File: src/rtl/pmc_pkg.sv
package pmc_pkg;
    typedef enum logic [1:0] {
        PM_ACTIVE = 2'd0,
        PM_FLEXI  = 2'd1,
        PM_HIBER  = 2'd2,
        PM_RSVD   = 2'd3
    } pm_mode_e;

    typedef enum logic [1:0] {
        PS_RUN   = 2'd0,
        PS_DOZE  = 2'd1,
        PS_HIBER = 2'd2
    } pwr_state_e;

    typedef enum logic [1:0] {
        K_IDLE = 2'd0,
        K_HALF = 2'd1,
        K_OPEN = 2'd2
    } key_state_e;

    localparam int ADDR_KEY   = 0;
    localparam int ADDR_MODE  = 1;
    localparam int ADDR_CTRL  = 2;
    localparam int MONOFF_BIT = 3;
    localparam int RET_LSB    = 4;
endpackage

File: src/rtl/pmc_key_unlock.sv
module pmc_key_unlock
    import pmc_pkg::*;
#(
    parameter int              DATA_W = 16,
    parameter logic [DATA_W-1:0] KEY_A = 16'h4859,
    parameter logic [DATA_W-1:0] KEY_B = 16'hF27B
) (
    input  logic              clk,
    input  logic              rst_n,
    input  logic              key_we,
    input  logic [DATA_W-1:0] key_wdata,
    input  logic              mode_we,
    output logic              unlock_ok
);
    key_state_e state_q, state_d;

    always_ff @(posedge clk) begin
        if (!rst_n) state_q <= K_IDLE;
        else        state_q <= state_d;
    end

    always_comb begin
        state_d = state_q;
        unique case (state_q)
            K_IDLE: begin
                if (key_we) state_d = (key_wdata == KEY_A) ? K_HALF : K_IDLE;
            end
            K_HALF: begin
                if (key_we)       state_d = (key_wdata == KEY_B) ? K_OPEN : K_IDLE;
                else if (mode_we) state_d = K_IDLE;
            end
            K_OPEN: begin
                if (key_we)       state_d = (key_wdata == KEY_A) ? K_HALF : K_IDLE;
                else if (mode_we) state_d = K_IDLE;
            end
            default: state_d = K_IDLE;
        endcase
    end

    always_comb begin
        unlock_ok = (state_q == K_OPEN);
    end

    // opening needs the second key word on the previous edge
    a_r2_open_needs_second: assert property (@(posedge clk) disable iff (!rst_n)
        $rose(unlock_ok) |-> $past(key_we && key_wdata == KEY_B));

    // an open unlock is consumed by one mode write
    a_r3_open_consumed: assert property (@(posedge clk) disable iff (!rst_n)
        (unlock_ok && mode_we && !key_we) |=> !unlock_ok);
endmodule

File: src/rtl/pmc_regs.sv
module pmc_regs
    import pmc_pkg::*;
#(
    parameter int DATA_W = 16,
    parameter int ADDR_W = 2,
    parameter int RET_W  = 2
) (
    input  logic              clk,
    input  logic              rst_n,
    input  logic              bus_we,
    input  logic [ADDR_W-1:0] bus_addr,
    input  logic [DATA_W-1:0] bus_wdata,
    input  logic              unlock_ok,
    input  logic              wake_clr,
    output logic [1:0]        mode_f,
    output logic              mon_off,
    output logic [RET_W-1:0]  ret_sel,
    output logic              buck_q,
    output logic [DATA_W-1:0] bus_rdata
);
    logic mode_wr, ctrl_wr;
    logic unused_wdata_bits;

    assign mode_wr = bus_we && (bus_addr == ADDR_W'(ADDR_MODE)) && unlock_ok;
    assign ctrl_wr = bus_we && (bus_addr == ADDR_W'(ADDR_CTRL));
    assign unused_wdata_bits = ^bus_wdata;

    always_ff @(posedge clk) begin
        if (!rst_n) begin
            mode_f  <= 2'd0;
            mon_off <= 1'b0;
            ret_sel <= '0;
        end else if (mode_wr) begin
            mode_f  <= wake_clr ? 2'd0 : bus_wdata[1:0];
            mon_off <= bus_wdata[MONOFF_BIT];
            ret_sel <= bus_wdata[RET_LSB +: RET_W];
        end else if (wake_clr) begin
            mode_f  <= 2'd0;
        end
    end

    always_ff @(posedge clk) begin
        if (!rst_n)       buck_q <= 1'b0;
        else if (ctrl_wr) buck_q <= bus_wdata[0];
    end

    always_comb begin
        bus_rdata = '0;
        if (bus_addr == ADDR_W'(ADDR_MODE)) begin
            bus_rdata[1:0]                = mode_f;
            bus_rdata[MONOFF_BIT]         = mon_off;
            bus_rdata[RET_LSB +: RET_W]   = ret_sel;
        end else if (bus_addr == ADDR_W'(ADDR_CTRL)) begin
            bus_rdata[0] = buck_q;
        end
    end

    // mode field moves only on an unlocked write or a wake clear
    a_r2_mode_guarded: assert property (@(posedge clk) disable iff (!rst_n)
        (mode_f != $past(mode_f)) |->
            ($past(unlock_ok && bus_we && bus_addr == ADDR_W'(ADDR_MODE)) || $past(wake_clr)));

    // a wake clear leaves the mode field at active
    a_r7_wake_clears: assert property (@(posedge clk) disable iff (!rst_n)
        wake_clr |=> (mode_f == 2'd0));
endmodule

File: src/rtl/pmc_power_fsm.sv
module pmc_power_fsm
    import pmc_pkg::*;
(
    input  logic       clk,
    input  logic       rst_n,
    input  logic [1:0] mode_f,
    input  logic       wfi_req,
    input  logic       wake_irq,
    input  logic       vreg_low,
    output logic       core_clk_en,
    output logic       periph_off,
    output logic       wake_clr,
    output logic       chip_rst_req
);
    pwr_state_e state_q, state_d;
    logic       rst_req_q;

    always_ff @(posedge clk) begin
        if (!rst_n) begin
            state_q   <= PS_RUN;
            rst_req_q <= 1'b0;
        end else begin
            state_q   <= state_d;
            rst_req_q <= (state_q == PS_HIBER) && vreg_low;
        end
    end

    always_comb begin
        state_d = state_q;
        unique case (state_q)
            PS_RUN: begin
                if (wfi_req) begin
                    unique case (pm_mode_e'(mode_f))
                        PM_FLEXI: state_d = PS_DOZE;
                        PM_HIBER: state_d = PS_HIBER;
                        PM_ACTIVE, PM_RSVD: state_d = PS_RUN;
                        default:  state_d = PS_RUN;
                    endcase
                end
            end
            PS_DOZE:  if (wake_irq) state_d = PS_RUN;
            PS_HIBER: if (wake_irq) state_d = PS_RUN;
            default:  state_d = PS_RUN;
        endcase
    end

    always_comb begin
        core_clk_en  = 1'b1;
        periph_off   = 1'b0;
        wake_clr     = 1'b0;
        chip_rst_req = rst_req_q;
        unique case (state_q)
            PS_RUN: ;
            PS_DOZE: begin
                core_clk_en = 1'b0;
                wake_clr    = wake_irq;
            end
            PS_HIBER: begin
                core_clk_en = 1'b0;
                periph_off  = 1'b1;
                wake_clr    = wake_irq;
            end
            default: ;
        endcase
    end

    // wake from any sleep state lands in run
    a_r7_wake_returns: assert property (@(posedge clk) disable iff (!rst_n)
        (state_q != PS_RUN && wake_irq) |=> (state_q == PS_RUN));

    // a reset request follows a supply-low seen in hibernate
    a_r9_rst_from_hiber: assert property (@(posedge clk) disable iff (!rst_n)
        chip_rst_req |-> $past(periph_off && vreg_low));

    // active or reserved mode keeps the core clocked on WFI
    a_r6_no_sleep_active: assert property (@(posedge clk) disable iff (!rst_n)
        (core_clk_en && wfi_req && (mode_f == 2'd0 || mode_f == 2'd3)) |=> core_clk_en);
endmodule

File: src/rtl/pwr_mode_ctrl.sv
module pwr_mode_ctrl
    import pmc_pkg::*;
#(
    parameter int                DATA_W = 16,
    parameter int                ADDR_W = 2,
    parameter int                RET_W  = 2,
    parameter logic [DATA_W-1:0] KEY_A  = 16'h4859,
    parameter logic [DATA_W-1:0] KEY_B  = 16'hF27B,
    localparam int               NBANK  = 1 << RET_W
) (
    input  logic              clk,
    input  logic              rst_n,
    input  logic              bus_we,
    input  logic [ADDR_W-1:0] bus_addr,
    input  logic [DATA_W-1:0] bus_wdata,
    output logic [DATA_W-1:0] bus_rdata,
    input  logic              wfi_req,
    input  logic              wake_irq,
    input  logic              vreg_low,
    output logic              core_clk_en,
    output logic              periph_off,
    output logic [NBANK-1:0]  sram_ret_onehot,
    output logic              batt_mon_en,
    output logic              buck_en,
    output logic              chip_rst_req
);
    logic             key_we, mode_we, unlock_ok, wake_clr, mon_off;
    logic [1:0]       mode_f;
    logic [RET_W-1:0] ret_sel;

    assign key_we  = bus_we && (bus_addr == ADDR_W'(ADDR_KEY));
    assign mode_we = bus_we && (bus_addr == ADDR_W'(ADDR_MODE));

    pmc_key_unlock #(.DATA_W(DATA_W), .KEY_A(KEY_A), .KEY_B(KEY_B)) u_key (
        .clk       (clk),
        .rst_n     (rst_n),
        .key_we    (key_we),
        .key_wdata (bus_wdata),
        .mode_we   (mode_we),
        .unlock_ok (unlock_ok)
    );

    pmc_regs #(.DATA_W(DATA_W), .ADDR_W(ADDR_W), .RET_W(RET_W)) u_regs (
        .clk       (clk),
        .rst_n     (rst_n),
        .bus_we    (bus_we),
        .bus_addr  (bus_addr),
        .bus_wdata (bus_wdata),
        .unlock_ok (unlock_ok),
        .wake_clr  (wake_clr),
        .mode_f    (mode_f),
        .mon_off   (mon_off),
        .ret_sel   (ret_sel),
        .buck_q    (buck_en),
        .bus_rdata (bus_rdata)
    );

    pmc_power_fsm u_fsm (
        .clk          (clk),
        .rst_n        (rst_n),
        .mode_f       (mode_f),
        .wfi_req      (wfi_req),
        .wake_irq     (wake_irq),
        .vreg_low     (vreg_low),
        .core_clk_en  (core_clk_en),
        .periph_off   (periph_off),
        .wake_clr     (wake_clr),
        .chip_rst_req (chip_rst_req)
    );

    for (genvar g = 0; g < NBANK; g++) begin : g_bank
        assign sram_ret_onehot[g] = (ret_sel == RET_W'(g));
    end

    assign batt_mon_en = periph_off && !mon_off;

    // exactly one retention bank selection is driven
    a_r8_ret_onehot: assert property (@(posedge clk) disable iff (!rst_n)
        $countones(sram_ret_onehot) == 1);

    // peripheral power-down never comes with a running core clock
    a_r5_hiber_core_off: assert property (@(posedge clk) disable iff (!rst_n)
        periph_off |-> !core_clk_en);

    // the core clock only stops in response to a sleep request
    a_r4_stop_on_wfi: assert property (@(posedge clk) disable iff (!rst_n)
        $fell(core_clk_en) |-> $past(wfi_req));

    // battery monitor only runs in hibernate
    a_r10_mon_in_hiber: assert property (@(posedge clk) disable iff (!rst_n)
        batt_mon_en |-> periph_off);
endmodule

File: config.mk
export PLATFORM = sky130hd
export DESIGN_NAME = pwr_mode_ctrl
export DESIGN_NICKNAME = d
export VERILOG_FILES = /design/src/rtl/pmc_pkg.sv /design/src/rtl/pmc_key_unlock.sv /design/src/rtl/pmc_regs.sv /design/src/rtl/pmc_power_fsm.sv /design/src/rtl/pwr_mode_ctrl.sv
export SDC_FILE = /design/constraint.sdc
export NUM_CORES = 1
export LEC_CHECK = 0
export ABC_AREA = 1
export BUFFER_PORTS_ARGS = -buffer_cell sky130_fd_sc_hd__buf_2
export CAP_MARGIN = 20
export CORE_MARGIN = 5
export CORE_UTILIZATION = 40
export CTS_BUF_LIST = sky130_fd_sc_hd__clkbuf_16
export CTS_CLUSTER_SIZE = 24
export DETAILED_ROUTE_END_ITERATION = 8
export PLACE_DENSITY = 0.82
export SLEW_MARGIN = 10
export SYNTH_ARGS = -nofsm -noshare
export SYNTH_HDL_FRONTEND = slang
export SYNTH_HIERARCHICAL = 1
export SYNTH_SLANG_ARGS = --single-unit
File: constraint.sdc
create_clock -name clk -period 2.17 [get_ports clk]
set_clock_uncertainty 0.05 [all_clocks]
set_input_delay 0.651 -clock clk [delete_from_list [all_inputs] [get_ports clk]]
set_output_delay 0.651 -clock clk [all_outputs]
set_load 0.01 [all_outputs]
## Word-level counts from Yosys, hierarchy flattened

Index checks and enable logic that the tools add are counted.

| cells by class | value |
|---|---|
| mux-type cells | 21 |
| reduce and logical (&&, ||, !) cells | 16 |
| equal/unequal tests | 17 |

Operators with widths:

| kind | count |
|---|---|
| $mux 2 | 10 |
| $eq 16x15->1 const B | 1 |
| $eq 16x16->1 const B | 1 |
| $eq 2x2->1 const B | 7 |
| $pmux 2 s3 | 2 |
| $eq 2x1->1 const B | 5 |
| $logic_not 2->1 | 5 |
| $mux 1 | 7 |
| $logic_and 1x1->1 | 6 |
| $ne 2x2->1 const B | 2 |
| $pmux 2 s2 | 1 |
| $reduce_or 2->1 | 2 |
| $mux 3 | 1 |
| $ne 2x1->1 const B | 1 |
| $reduce_and 2->1 | 1 |
| $reduce_bool 2->1 | 1 |
| $logic_not 1->1 | 1 |

| storage, ports and cells | value |
|---|---|
| output and inout bits | 25 |
| bits in registers | 11 |
| logic and storage cells | 61 |

## Logic depth before layout (Yosys ltp)

Gate-level depths: netlist of the first run.

| logic depth | value |
|---|---|
| depth in word-level cells | 5 |
| gate-level depth with buffers | 8 |

## Cells and area by module

Netlist of the first run, hierarchy kept.

Modules (own cells, without submodules):

| module | seq. area each (µm²) | area an instance (µm²) | instances | cells an instance |
|---|---|---|---|---|
| pmc_regs | 120.1 | 439.2 | 1 | 67 |
| pmc_key_unlock | 40.0 | 229.0 | 1 | 45 |
| pmc_power_fsm | 60.1 | 188.9 | 1 | 29 |
| pwr_mode_ctrl | 0.0 | 52.6 | 1 | 14 |

## Least setup slack after synthesis of the first run

Ideal clock, no wire load.

| path | value |
|---|---|
| kind | input -> output |
| start | in bus_addr[1] |
| end | out bus_rdata[0] |
| path slack | 411 ps |
| buffers on the path | 0 |
| cell stages on the path | 3 |
| required time | 1469 ps |
| data arrival time | 1058 ps |
| cell sequence | inv_2 > nand2_4 > o21ai_0 |

| between the ends | value |
|---|---|
| longest elaborated chain between the ends | 3 |
| elaborated cells on any way between the ends | 4 |

RTL lines:

| element | line | text |
|---|---|---|
| start, declared | pwr_mode_ctrl.sv:14 | `input logic [ADDR_W-1:0] bus_addr,` |
| $eq 2x2->1 | pmc_regs.sv:53 | `end else if (bus_addr == ADDR_W'(ADDR_CTRL)) begin` |
| $mux 1 | pmc_regs.sv:53 |  |
| $mux 1 (*) | pmc_regs.sv:49 | `if (bus_addr == ADDR_W'(ADDR_MODE)) begin` |
| end, declared | pwr_mode_ctrl.sv:16 | `output logic [DATA_W-1:0] bus_rdata,` |

Every way passes the cells marked *; elsewhere a longest branch is shown, timed or not.

## Final worst setup path of the first run

Same ends and word-level chain as after synthesis.

==> out/metrics.yaml, run 1 <==
track_usage_pct: 11.4
num_rows: 17
peakVddDrop_mv: 0.540
synth_seq_cells: 11
fmax_mhz: 499
drc_errors: 0
io_pins: 49
cts_made_buffers: 3
wl_mm: 1.87
core_um2: 2190
slowest_delay_ns: 0.19
clock_path_buffers: 2
netlist_instances: 155
die_x_um: 57.7
fin_nets: 222
first_pass_iters: 6
total_leakage_power_nw: 0.685
cp-start-kind: "input port"
clock_latency_ns: 0.23
multi_input_area_um2: 513
cp_max_fo: 7
met1_usage_pct: 13.6
power_density_nw_per_um2: 598
arrival_ns: 1.30
timing.final.max_slew_violations: 0
hold_violations: 0
final_cells: 223
dp_slack_ns: 0.172
antenna_found_initial: 0
status: "complete, no violations"
path_buf_inv: 3
drive_above_1_share_pct: 28.2
grt_overflow: 0
clock-root-buffer: "clkbuf_16"
required_ns: 1.47
reg2reg_from: "u_key/state_q[1]"
synth.distinct_cells: 21
setup_slack_ns: 0.166
area_growth_pct: 27.9
synth_seq_area_share_pct: 24.2
yosys_warnings: 6
critPathMostFrequentCell: "buf_2"
grt_setup_unrepaired: "no"
clkSinkCount: 11
crit_chain: "buf_2, inv_2, nand2_4, o21ai_0, buf_2"
setup_viol: 0
tns_ns: 0
grt_start_max_net_pins: 10
cts_setup_buffers: 0
period_minus_slack_ns: 2.00
setup.worst_path.start: "bus_addr[1]"
cts_tree: "yes"
die-area_um2: 3330
die_h_um: 57.7
min_path_type: "register to register"
wire_per_inst_um: 8.39
grt_util_met2_pct: 18.4
initial_core_util_pct: 41.5
fill_cells: 225
grt_first_pass_wirelength_mm: 2.91
cts_resized: 0
drtAntennaViolNets: 0
seqCellArea_um2: 220
maxCapViolCount: 0
layout.cell_area.non_filler_um2: 1160
place_area_um2: 1080
end_kind: "primary output"
worstSetupPathType: "input port to primary output"
drtIter0Drc: 17
portBuffers: 37
grt.busiest_layer: "met2"
gp_congestion: 0.790
fin_crit_sh_pct: 92.4
antenna_cells: 0
grt_pass1_vias: 737
clk_pin_slew_ns: 0.04
syn_area_um2: 910
critPathTopFamily: "buffers and inverters"
crit_slowest_cell: "o21ai_0"
post-route-util_pct: 53.1
syn_avg_cell_area_um2: 5.87
dp_hpwl_mm: 1.56
dp.cells: 219
htreeDepth: 1
hold_buffers: 0
grtUsageMet3_pct: 1.56
vias: 904
routed_via_density: 4.05
worstHoldStart: "u_regs/buck_q"
metal layers:
layer	up-vias	wire, um
met5	-	0
met4	0	43
met3	2	195
met2	38	805
met1	353	827
li1	511	-
power by group:
part / total [mW] / switching (mW) / internal [mW]
sequential: 0.216 / 0.00482 / 0.212
combinational: 0.153 / 0.0921 / 0.0608
clock: 0.327 / 0.0852 / 0.241
final cells by class:
cell class / count / share of cell area (%)
clock inverters: 1 / 0.323
multi-input cells: 108 / 44.1
flip-flops and latches: 11 / 18.9
clock buffers: 3 / 6.45
inverters: 35 / 11.3
well taps: 28 / 3.01
repair buffers: 37 / 15.9
per-stage QoR:
step                      total power, mW  hold WS (ns)
after global placement              0.370         0.416
after global routing                0.743         0.480
after floorplan                     0.333         0.427
final                               0.696         0.432
after CTS                           0.704         0.430
after detailed placement            0.373         0.422
path summary, 6_finish.rpt:
check / endpoint / slack (ns) / cells past startpoint
worst max-delay path: bus_rdata[0] / 0.17 / 5
worst min-delay path: u_regs/buck_q / 0.43 / 2
worst max register to register: u_regs/mon_off / 0.95 / 7
worst min register to register: u_regs/buck_q / 0.43 / 2
logic make-up after synthesis:
logic type                 after synthesis  synth area share (%)
and+or+nand+nor                         88                  44.6
adders and majority gates                2                  2.75
AOI/OAI and AO/OA                        7                  4.54
buffers and inverters                   46                  23.5
other                                    1                 0.412
DFF                                     11                  24.2
Yosys cell counts:
cell	instances	area share, %
nor2_8	1	2.2
buf_4	11	9.1
inv_1	32	13
nor2_2	4	2.8
nand2_4	2	2.5
and2_1	1	0.69
o211ai_1	1	0.83
and3_1	1	0.69
a21oi_2	1	0.96
dfxtp_1	11	24
a21oi_1	3	1.7
inv_2	3	1.2
nand3b_1	2	1.7
nor2_1	37	15
nand2_2	4	2.8
conb_1	1	0.41
nand2_1	28	12
ha_1	2	2.8
nand3_1	7	3.9
o21ai_0	2	1.1
nand4_1	1	0.69
registers in the layout, summed over array words and instances, names as in the netlist:
register,cells
u_fsm/state_q,2
u_key/state_q,2
u_regs/mode_f,2
u_regs/ret_sel,2
u_fsm/chip_rst_req,1
u_regs/buck_q,1
u_regs/mon_off,1
tightest hold or removal path: cells and delay by family (launching register included):
kind | cells | cell delay, ns
DFF | 1 | 0.31
and+or+nand+nor | 1 | 0.06
AOI/OAI and AO/OA | 1 | 0.05
layout by cell type, fill, tap and decap left out, types with 2 or more instances in the layout:
cell / n
nor2_1: 37
buf_2: 37
inv_1: 33
nand2_1: 28
dfxtp_1: 11
conb_1: 11
nand3_1: 7
nand2_2: 4
nor2_2: 4
clkbuf_16: 3
a21oi_1: 3
inv_2: 3
ha_1: 2
nand3b_1: 2
o21ai_0: 2
nand2_4: 2
No activity file was read; power rests on OpenSTA's default activity.
==> run 2: changes to the inputs <==
==> constraint.sdc (replaced) <==
create_clock -name clk -period 2.35 [get_ports clk]
set_clock_uncertainty 0.05 [all_clocks]
set_input_delay 0.705 -clock clk [delete_from_list [all_inputs] [get_ports clk]]
set_output_delay 0.705 -clock clk [all_outputs]
set_load 0.01 [all_outputs]
==> out/metrics.yaml, run 2 (synthesis gave the netlist of run 1 again) <==
area_growth_pct: 27.9
die_h_um: 57.7
power_uw: 648
wl_mm: 1.91
drtAntennaViolNets: 0
io_pins: 49
drive_above_1_share_pct: 28.2
required_ns: 1.59
vias: 916
grt_pass1_vias: 768
portBuffers: 37
antenna_found_initial: 0
track_usage_pct: 11.3
place_area_um2: 1080
routed_via_density: 4.11
mostFrequentLayoutCells: "37 x nor2_1, 37 x buf_2, 33 x inv_1, 28 x nand2_1"
cts_tree: "yes"
clock_latency_ns: 0.24
power_density_nw_per_um2: 557
num_rows: 17
fmax_mhz: 483
tns_ns: 0
setup_viol: 0
status: "complete, no violations"
total_leakage_power_nw: 0.685
grt_start_max_net_pins: 10
antenna_cells: 0
die_x_um: 57.7
htreeDepth: 1
fin_nets: 222
end_kind: "primary output"
timing.final.max_slew_violations: 0
clock_path_buffers: 2
drtIter0Drc: 11
dp_hpwl_mm: 1.60
cts_resized: 0
peakVddDrop_mv: 0.475
initial_core_util_pct: 41.5
maxCapViolCount: 0
worstSetupPathType: "input port to primary output"
drc_errors: 0
min_path_type: "register to register"
wire_per_inst_um: 8.55
grt_first_pass_wirelength_mm: 2.95
fin_crit_sh_pct: 88.2
final_cells: 223
arrival_ns: 1.32
grt_overflow: 0
grt_setup_unrepaired: "no"
cp-start-kind: "input port"
die-area_um2: 3330
clkSinkCount: 11
layout.cell_area.non_filler_um2: 1160
gp_congestion: 0.788
hold_violations: 0
core_um2: 2190
cts_made_buffers: 3
first_pass_iters: 6
period_minus_slack_ns: 2.07
clock-root-buffer: "clkbuf_16"
hold_buffers: 0
cp_max_fo: 7
cts_setup_buffers: 0
dp.cells: 219
clk_pin_slew_ns: 0.04
run 2: cell counts in the layout (fill, tap and decap cells not counted):
No cell type changed its count.
run 2: cell type report:
type / count / area [um2]
timing repair buffer: 37 / 185
inverter: 35 / 131
fill: 220 / 1030
sequential: 11 / 220
clock buffer: 3 / 75.1
clock inverter: 1 / 3.75
tap: 28 / 35.0
multi-input combinational: 108 / 513
run 2: worst paths after layout:
kind | startpoint | endpoint | slack, ns | cells after the start
setup / recovery | bus_addr[1] | bus_rdata[0] | 0.28 | 5
hold / removal | u_regs/buck_q | u_regs/buck_q | 0.43 | 2
setup reg to reg | u_key/state_q[1] | u_regs/mon_off | 1.11 | 7
hold reg to reg | u_regs/buck_q | u_regs/buck_q | 0.43 | 2
run 2: critical path, cell delays in order:
cell	delay, ns
buf_2	0.14
inv_2	0.07
nand2_4	0.08
o21ai_0	0.17
buf_2	0.16
run 2: report_power, final:
group | internal, mW | switching [mW]
Combinational | 0.0561 | 0.0843
Clock | 0.223 | 0.0850
Sequential | 0.195 | 0.00410
Total | 0.475 | 0.173
run 2: metrics by stage:
stage	util, %	worst slack [ns]	hold slack (ns)
after floorplan	-	0.483	0.427
after global placement	49.5	0.303	0.413
after detailed placement	49.5	0.264	0.429
after CTS	53.1	0.274	0.435
after global routing	53.1	0.235	0.448
final	53.1	0.278	0.430
run 2: routing by layer:
layer  vias to the layer above  global-route usage (%)  part of all wire (%)
li1                        511                       -                     -
met1                       363                    13.2                    43
met2                        38                    19.0                    45
met3                         4                    1.78                   9.8
met4                         0                    7.28                   2.1
met5                         -                       0                     0
==> run 3: changes to the inputs <==
--- a/config.mk
+++ b/config.mk
@@ -5,7 +5,6 @@
 export SDC_FILE = /design/constraint.sdc
 export NUM_CORES = 1
 export LEC_CHECK = 0
-export ABC_AREA = 1
 export BUFFER_PORTS_ARGS = -buffer_cell sky130_fd_sc_hd__buf_2
 export CAP_MARGIN = 20
 export CORE_MARGIN = 5
@@ -13,7 +12,8 @@
 export CTS_BUF_LIST = sky130_fd_sc_hd__clkbuf_16
 export CTS_CLUSTER_SIZE = 24
 export DETAILED_ROUTE_END_ITERATION = 8
-export PLACE_DENSITY = 0.82
+export PLACE_DENSITY = 0.84
+export SETUP_SLACK_MARGIN = 0.05
 export SLEW_MARGIN = 10
 export SYNTH_ARGS = -nofsm -noshare
 export SYNTH_HDL_FRONTEND = slang
==> out/metrics.yaml, run 3 <==
syn_area_um2: 801
ys.flop_type: "dfxtp_1"
synth_edf_count: 0
p_seq_share_pct: 34.6
yosys_warnings: 6
drc_errors: 0
pwr-share-comb_pct: 10.6
end_kind: "primary output"
wl_mm: 1.89
async_flop_share_pct: 0
grt_pass1_vias: 728
synth.distinct_cells: 34
setup_viol: 0
cp-start-kind: "input port"
sw_frac_of_total_pct: 20.4
grt_setup_unrepaired: "no"
layout_commonest_cell: "buf_2"
grt_start_max_net_pins: 21
grt_first_pass_wirelength_mm: 2.99
synth.top_cell.area_share_pct: 27.5
peakVddDrop_mv: 0.299
antenna_cells: 0
setup_slack_ns: 0.171
num_rows: 16
seqCellArea_um2: 220
die_x_um: 54.7
clock_path_buffers: 2
clock-root-buffer: "clkbuf_16"
maxCapViolCount: 0
tns_ns: 0
cp_max_fo: 6
vias: 746
power_density_nw_per_um2: 525
dp_hpwl_mm: 1.55
grt_overflow: 0
die_h_um: 54.7
synth_seq_area_share_pct: 27.5
fin_nets: 159
core_um2: 1940
track_usage_pct: 14.4
htreeDepth: 1
clkSinkCount: 11
area_growth_pct: 30.5
worstSetupPathType: "input port to primary output"
cts_resized: 0
min_path_type: "register to register"
routed_via_density: 4.69
clock_latency_ns: 0.24
fill_cells: 194
dp_slack_ns: 0.167
drtAntennaViolNets: 0
antenna_found_initial: 0
clk_pin_slew_ns: 0.04
clockPowerShare_pct: 54.8
arrival_ns: 1.42
netlist_instances: 93
yosys.area.top_type: "dfxtp_1"
drtIter0Drc: 0
mostFrequentLayoutCells: "37 x buf_2, 11 x dfxtp_1, 11 x conb_1, 10 x nand2_1, 9 x mux2i_1"
io_pins: 49
syn_avg_cell_area_um2: 8.61
multi_input_area_um2: 497
required_ns: 1.59
first_pass_iters: 1
die-area_um2: 3000
timing.final.max_slew_violations: 0
cts_setup_buffers: 0
drive_above_1_share_pct: 35.6
slew_headroom_pct: 62.1
status: "complete, no violations"
initial_core_util_pct: 41.2
synth_area_leaders: "dfxtp_1 28%, mux2i_1 11%, buf_4 10%, nand2_1 4.7%, nand3b_1 4.7%"
hold_buffers: 0
wire_per_inst_um: 11.9
fmax_mhz: 459
synth_seq_cells: 11
tightest_slew_ns: 0.568
p_int_uw: 437
total_leakage_power_nw: 0.517
hold_violations: 0
portBuffers: 37
p_switching_uw: 112
period_minus_slack_ns: 2.18
gp_congestion: 0.725
cts_made_buffers: 3
cts_tree: "yes"
fin_crit_sh_pct: 92.7
yosys-top-cells-count: "11 x buf_4, 11 x dfxtp_1, 10 x nand2_1, 9 x mux2i_1"
==> run 3: changes by cell type in the layout (fill, tap and decap cells not counted), sizes merged, moves of 5 or more <==
cell and delta:
mux2i +9, and2 +5, nand2 -24, nor2 -39
nand3 -5, inv -29
==> run 3: cells by family (layout without fill, tap and decap cells) <==
family	count (synthesis)	count (layout)	synth area share, %
AOI/OAI and AO/OA	5	5	5.94
adders and majority gates	2	2	3.12
buffers and inverters	19	48	15.2
DFF	11	11	27.5
muxes	9	9	11.3
other	1	11	0.468
and+or+nand+nor	46	46	36.6
==> run 3: critical path, stage by stage <==
cell and delay [ns]:
buf_2 0.11, and2b_1 0.23, a22o_1 0.24, buf_2 0.13
==> run 3: metal layers <==
layer / routed length, um / GRT usage, % / vias to the layer above
li1: - / - / 377
met1: 702 / 14.0 / 339
met2: 978 / 25.4 / 25
met3: 141 / 3.00 / 5
met4: 65 / 12.4 / 0
met5: 0 / 0 / -
==> run 3: metrics by stage <==
step | total power [mW] | area [um2] | util [%] | hold WS [ns] | std cells
after detailed placement | 0.250 | 966 | 49.7 | 0.405 | 155
after global routing | 0.576 | 1040 | 53.8 | 0.426 | 159
after floorplan | 0.234 | 838 | - | 0.388 | 103
after global placement | 0.249 | 966 | 49.7 | 0.400 | 155
after CTS | 0.557 | 1040 | 53.8 | 0.410 | 159
final | 0.549 | 1040 | 53.8 | 0.410 | 159
==> run 3: power by group through the flow <==
stage                     sequential, mW  combinational (mW)  clock, mW
final                              0.190              0.0580      0.301
after global routing               0.190              0.0649      0.321
after CTS                          0.190              0.0577      0.310
after detailed placement           0.193              0.0573          0
after global placement             0.193              0.0557          0
after floorplan                    0.193              0.0410          0
==> run 3: area by class of cell <==
class	instances	share of cell area, %
clock inverters	1	0.359
inverters	6	2.16
flip-flops and latches	11	21.1
well taps	27	3.23
repair buffers	38	18.4
multi-input cells	73	47.5
clock buffers	3	7.19
==> run 3: final timing paths <==
kind / start / to / slack, ns / depth (start not counted)
hold / removal: u_fsm/state_q[0] / u_fsm/state_q[0] / 0.41 / 2
hold reg to reg: u_fsm/state_q[0] / u_fsm/state_q[0] / 0.41 / 2
setup reg to reg: u_fsm/state_q[0] / u_regs/mode_f[1] / 0.98 / 5
setup / recovery: bus_addr[1] / bus_rdata[0] / 0.17 / 4
